**src/rtl/bgen_pkg.sv**
```systemverilog
package bgen_pkg;

    localparam int unsigned RELOAD_W_DEF = 16;

    typedef enum logic {
        GEN_DIV = 1'b0,
        GEN_ACC = 1'b1
    } gen_mode_e;

    typedef struct packed {
        logic wrap;
        logic tick;
    } eng_out_t;

endpackage

```
**src/rtl/bgen_reload_ctl.sv**
```systemverilog
module bgen_reload_ctl #(
    parameter int unsigned W = bgen_pkg::RELOAD_W_DEF
) (
    input  logic         clk,
    input  logic         rst,
    input  logic         run_en,
    input  logic         wr_i,
    input  logic [W-1:0] data_i,
    input  logic         wrap_i,
    output logic [W-1:0] act_o,
    output logic [W-1:0] next_o
);
    logic [W-1:0] act_q;
    logic [W-1:0] pend_q;
    logic         pend_v_q;

    always_ff @(posedge clk) begin
        if (rst) begin
            act_q    <= '0;
            pend_q   <= '0;
            pend_v_q <= 1'b0;
        end else if (!run_en) begin
            if (pend_v_q) act_q <= pend_q;
            pend_v_q <= 1'b0;
            if (wr_i) act_q <= data_i;
        end else begin
            if (wrap_i && pend_v_q) begin
                act_q    <= pend_q;
                pend_v_q <= 1'b0;
            end
            if (wr_i) begin
                pend_q   <= data_i;
                pend_v_q <= 1'b1;
            end
        end
    end

    assign act_o  = act_q;
    assign next_o = pend_v_q ? pend_q : act_q;
endmodule

```
**src/rtl/bgen_div_engine.sv**
```systemverilog
module bgen_div_engine #(
    parameter int unsigned W = bgen_pkg::RELOAD_W_DEF
) (
    input  logic               clk,
    input  logic               rst,
    input  logic               en,
    input  logic [W-1:0]       next_reload,
    output bgen_pkg::eng_out_t out_o
);
    logic [W-1:0] cnt_q;
    logic         tick_q;
    logic         wrap_now;

    assign wrap_now = en && (cnt_q <= W'(1));

    always_ff @(posedge clk) begin
        if (rst || !en) begin
            cnt_q  <= '0;
            tick_q <= 1'b0;
        end else if (wrap_now) begin
            cnt_q  <= next_reload;
            tick_q <= 1'b1;
        end else begin
            cnt_q  <= cnt_q - W'(1);
            tick_q <= 1'b0;
        end
    end

    assign out_o.wrap = wrap_now;
    assign out_o.tick = tick_q;
endmodule

```
**src/rtl/bgen_acc_engine.sv**
```systemverilog
module bgen_acc_engine #(
    parameter int unsigned W = bgen_pkg::RELOAD_W_DEF
) (
    input  logic               clk,
    input  logic               rst,
    input  logic               en,
    input  logic [W-1:0]       step,
    output bgen_pkg::eng_out_t out_o
);
    logic [W-1:0] phase_q;
    logic         tick_q;
    logic [W:0]   sum;

    assign sum = {1'b0, phase_q} + {1'b0, step};

    always_ff @(posedge clk) begin
        if (rst || !en) begin
            phase_q <= '0;
            tick_q  <= 1'b0;
        end else begin
            phase_q <= sum[W-1:0];
            tick_q  <= sum[W];
        end
    end

    assign out_o.wrap = en && sum[W];
    assign out_o.tick = tick_q;
endmodule

```
**src/rtl/baud_tick_gen.sv**
```systemverilog
module baud_tick_gen #(
    parameter int unsigned RELOAD_W = bgen_pkg::RELOAD_W_DEF
) (
    input  logic                clk,
    input  logic                rst,
    input  logic                run_en,
    input  logic                acc_mode,
    input  logic                reload_wr,
    input  logic [RELOAD_W-1:0] reload_data,
    output logic                os_tick
);
    import bgen_pkg::*;

    gen_mode_e          mode_sel;
    logic               div_en;
    logic               acc_en;
    logic [RELOAD_W-1:0] act_reload;
    logic [RELOAD_W-1:0] next_reload;
    eng_out_t           div_out;
    eng_out_t           acc_out;
    logic               any_wrap;

    assign mode_sel = gen_mode_e'(acc_mode);
    assign div_en   = run_en && (mode_sel == GEN_DIV);
    assign acc_en   = run_en && (mode_sel == GEN_ACC);
    assign any_wrap = div_out.wrap | acc_out.wrap;

    bgen_reload_ctl #(.W(RELOAD_W)) u_ctl (
        .clk    (clk),
        .rst    (rst),
        .run_en (run_en),
        .wr_i   (reload_wr),
        .data_i (reload_data),
        .wrap_i (any_wrap),
        .act_o  (act_reload),
        .next_o (next_reload)
    );

    bgen_div_engine #(.W(RELOAD_W)) u_div (
        .clk         (clk),
        .rst         (rst),
        .en          (div_en),
        .next_reload (next_reload),
        .out_o       (div_out)
    );

    bgen_acc_engine #(.W(RELOAD_W)) u_acc (
        .clk   (clk),
        .rst   (rst),
        .en    (acc_en),
        .step  (act_reload),
        .out_o (acc_out)
    );

    assign os_tick = div_out.tick | acc_out.tick;
endmodule

```
**config.mk**
```make
export PLATFORM = sky130hd
export DESIGN_NAME = baud_tick_gen
export DESIGN_NICKNAME = d
export VERILOG_FILES = /design/src/rtl/bgen_pkg.sv /design/src/rtl/bgen_reload_ctl.sv /design/src/rtl/bgen_div_engine.sv /design/src/rtl/bgen_acc_engine.sv /design/src/rtl/baud_tick_gen.sv
export SDC_FILE = /design/constraint.sdc
export NUM_CORES = 1
export LEC_CHECK = 0
export BUFFER_PORTS_ARGS = -buffer_cell sky130_fd_sc_hd__buf_2
export CAP_MARGIN = 20
export CORE_MARGIN = 1.5
export CORE_UTILIZATION = 60
export CTS_BUF_LIST = sky130_fd_sc_hd__clkbuf_16
export DETAILED_ROUTE_END_ITERATION = 6
export GPL_ROUTABILITY_DRIVEN = 0
export PLACE_DENSITY = 0.79
export SLEW_MARGIN = 20
export SYNTH_ARGS = -nofsm -noshare
export SYNTH_HDL_FRONTEND = slang
export SYNTH_HIERARCHICAL = 1
export SYNTH_SLANG_ARGS = --single-unit
```
**constraint.sdc**
```tcl
create_clock -name clk -period 3.2 [get_ports clk]
set_input_delay 0.8 -clock clk [delete_from_list [all_inputs] [get_ports clk]]
set_output_delay 0.8 -clock clk [all_outputs]
set_load 0.01 [all_outputs]
```
==> metrics.cfg <==
[run_status]
run_status=completed

[synthesis]
synth_seq_area_share_pct=33.5
post_synth_most_frequent_cells=dfxtp_1, nand2_1, nor2_1
synth_fp_nets=479
synthMostInstantiatedCell=dfxtp_1
synth_area_leader_cell=dfxtp_1
post-synth-top-area-fraction_pct=33.5
yosysUniqueCellTypes=63
post_synth.cell_area_avg_sq_um=9.13
synthTopCellsByArea=dfxtp_1, o32ai_2, ha_1
yosysWarnings=6
synth-main-ff-cell=dfxtp_1
synth-edff-count=0
post_synth_instance_area_sq_mm=0.00401
synth-async-reset-ratio_pct=0
postSynthCellCount=439
ys_ff_latch=67

[run]
max_cap_violations=0

[worst_setup_path]
timing.reg2reg.worst_path_depth=13
crit_slowest_cell=fa_1
crit_path_to=u_ctl/act_o[2]
crit_path_end_kind=flop
crit_fanout=16
required_ps=3400
timing.critical_path.cells=ha_1 -> fa_1 -> a21o_1 -> a31o_2 -> nand3_1 -> a21oi_1 -> a41oi_2 -> nor2b_1 -> or2_1 -> nand2_2 -> buf_12 -> mux2i_2 -> o32ai_2
crit_path_start_kind=flop
cp_slowest_stage_delay_ps=400
setup.worst_path.class=flop to flop
reg2reg_to=u_ctl/act_o[2]
critPathLaunch=u_ctl/act_o[0]
worstReg2RegStart=u_ctl/act_o[0]
crit_arrival_ps=3240
timing.reg2reg.setup_slack_ps=160

[clock_network]
clock-sinks=67
max-clock-path-buffers=2
clk_pin_slew_worst_paths_ps=60
maximum_level_of_the_cts_h_tree=3
cts_made_buffers=9
post-cts-setup-buffer-count=0
clkLatencyLatePin_ps=330
clock-root-buffer=clkbuf_16
cts_tree=done

[detailed_routing]
drt-vias-per-instance=6.16
wl_per_cell_um=17.5
drc=0
route.vias.total=3244
first_iter_violations=175
detail_route.wirelength_um=9240
drtAntennaViolNets=0
drt_first_pass_iters=4

[pwr]
static-leakage-power_nw=1.89
power.internal_mw=1.55
swShare_pct=29.1
worst_ir_drop_vdd_v=0.000353
logic_gate_share_of_total_power_pct=18.0
p_per_area_mw_per_mm2=506
clockPowerShare_pct=40.0
power.share.sequential_pct=42.0
design_power_total_mw=2.19
power.switching_mw=0.637

[place]
detailed_place_hpwl_um=6340
dpl-instance-area_sq_mm=0.00404
io_buffers=21

[die]
floorplan.core_area_sq_mm=0.00639
die_width_um=84.7
placement_rows=29
die_y_um=84.7
dieArea_sq_mm=0.00718
number_of_placed_i_o_pins=22
start_util_pct=62.8

[global_routing]
grt_usage_pct=27.1
grt_remaining_overflow=0
vias_in_the_first_global_route=3169
grt_max_degree=36
grt_antenna_before_repair=0
wire_length_of_the_first_global_routing_pass_um=15400

[timing]
report.final.hold_viol_count=0
rsz0062_at_grt=no
final.setup_skew_ps=7.50
whs_ps=473
transition_time_at_the_pin_with_the_least_slew_margin_ps=1030
layout_worst_path_cycle_share_pct=95.1
period_minus_slack_ps=3040
maxSlewViolCount=0
max_clock_freq_mhz=329
max_slew_headroom_at_the_worst_pin_pct=31.1
tns_ps=0
number_of_endpoints_failing_setup_at_the_final_stage=0

[final_layout]
layout.core_utilization_pct=67.8
stdcell_area_sq_mm=0.00433
antenna_cells_inserted=0
areaGrowthSynthToFinish_pct=7.93
post_route_cells_drive_above_1_share_pct=18.0
final_nets=485

[hold_path]
tightest_hold_check_type=flop to flop

[critical path, delay by kind of cell (launching register included)]
family	cells	cell delay, ps
buf+inv	1	200
mux	1	250
flops	1	340
compound gates	5	940
simple gates	4	560
fa+ha+maj	2	630
[routing by layer]
layer | track usage [%] | vias to the layer above | part of all wire (%) | wire length (um)
met4 | 9.68 | 0 | 2.1 | 192
met1 | 36.3 | 1559 | 46 | 4280
met2 | 43.1 | 95 | 47 | 4330
li1 | - | 1573 | - | -
met3 | 6.19 | 17 | 4.8 | 441
met5 | 0 | - | 0 | 0
[how the worst min path moves through the flow]
stage / startpoint / endpoint / cells past startpoint
2_1_floorplan: u_ctl/pend_q[15] / u_ctl/pend_q[15] / 2
3_3_place_gp: u_ctl/pend_q[14] / u_ctl/pend_q[14] / 2
3_5_place_dp: u_ctl/pend_q[0] / u_ctl/pend_q[0] / 2
4_1_cts: u_ctl/pend_q[0] / u_ctl/pend_q[0] / 2
5_1_grt: u_ctl/pend_q[0] / u_ctl/pend_q[0] / 2
6_report: u_ctl/pend_q[0] / u_ctl/pend_q[0] / 2
[registers in the layout, indices dropped and copies added, names as in the netlist]
name and flops:
u_ctl/pend_v_q 1, u_ctl/pend_q 16, u_acc/tick_q 1, u_ctl/act_o 16, u_div/cnt_q 16, u_acc/phase_q 16, u_div/tick_q 1
[power by group through the flow]
stage | Sequential, mW | Clock (mW) | Combinational (mW)
final | 0.921 | 0.877 | 0.393
after global routing | 0.925 | 0.931 | 0.431
after CTS | 0.920 | 0.884 | 0.385
after detailed placement | 0.937 | 0 | 0.380
after global placement | 0.935 | 0 | 0.373
after floorplan | 0.918 | 0 | 0.326
[layout make-up]
type | count | area, sq um
Multi-Input combinational cell | 335 | 2450
Timing Repair Buffer | 27 | 160
Sequential cell | 67 | 1340
Fill cell | 510 | 2060
Inverter | 5 | 18.8
Clock inverter | 7 | 37.5
Tap cell | 77 | 96.3
Clock buffer | 9 | 225
[cell families after synthesis]
| family | count (synthesis) | synth area share [%] |
|---|---|---|
| AO/OA/AOI/OAI | 90 | 18.8 |
| XOR/XNOR | 24 | 5.24 |
| adder cells (fa/ha/maj) | 19 | 6.12 |
| buffers and inverters | 37 | 5.87 |
| flip-flops | 67 | 33.5 |
| multiplexers | 33 | 9.58 |
| AND/OR/NAND/NOR | 169 | 21.0 |
[what timing repair did]
action / CTS / global route
hold buffers: 0 / 0
gates resized for setup: 0 / 3
setup endpoints to repair: 0 / 16
[per-stage QoR]
stage	worst slack, ps	std cells
after floorplan	305	439
after global placement	301	510
after detailed placement	166	510
after CTS	111	526
after global routing	12.0	527
final	157	527
[cells in the final DEF (no fill, tap or decap), drive strengths merged, types with 4 or more instances in the layout]
cell	synthesis	layout
nor2b	19	19
ha	18	18
nand2	49	49
a21oi	33	33
nor2	38	38
o32ai	16	16
clkbuf	11	10
mux2	16	16
dfxtp	67	67
xor2	13	13
mux2i	17	17
nand2b	4	4
nor3	21	21
a211oi	13	13
nand3	8	8
inv	5	7
nor4	6	6
or4	4	4
buf	20	26
a21o	12	12
and2	5	5
xnor2	11	11
Note: power is estimated with default switching activity, not from simulation.
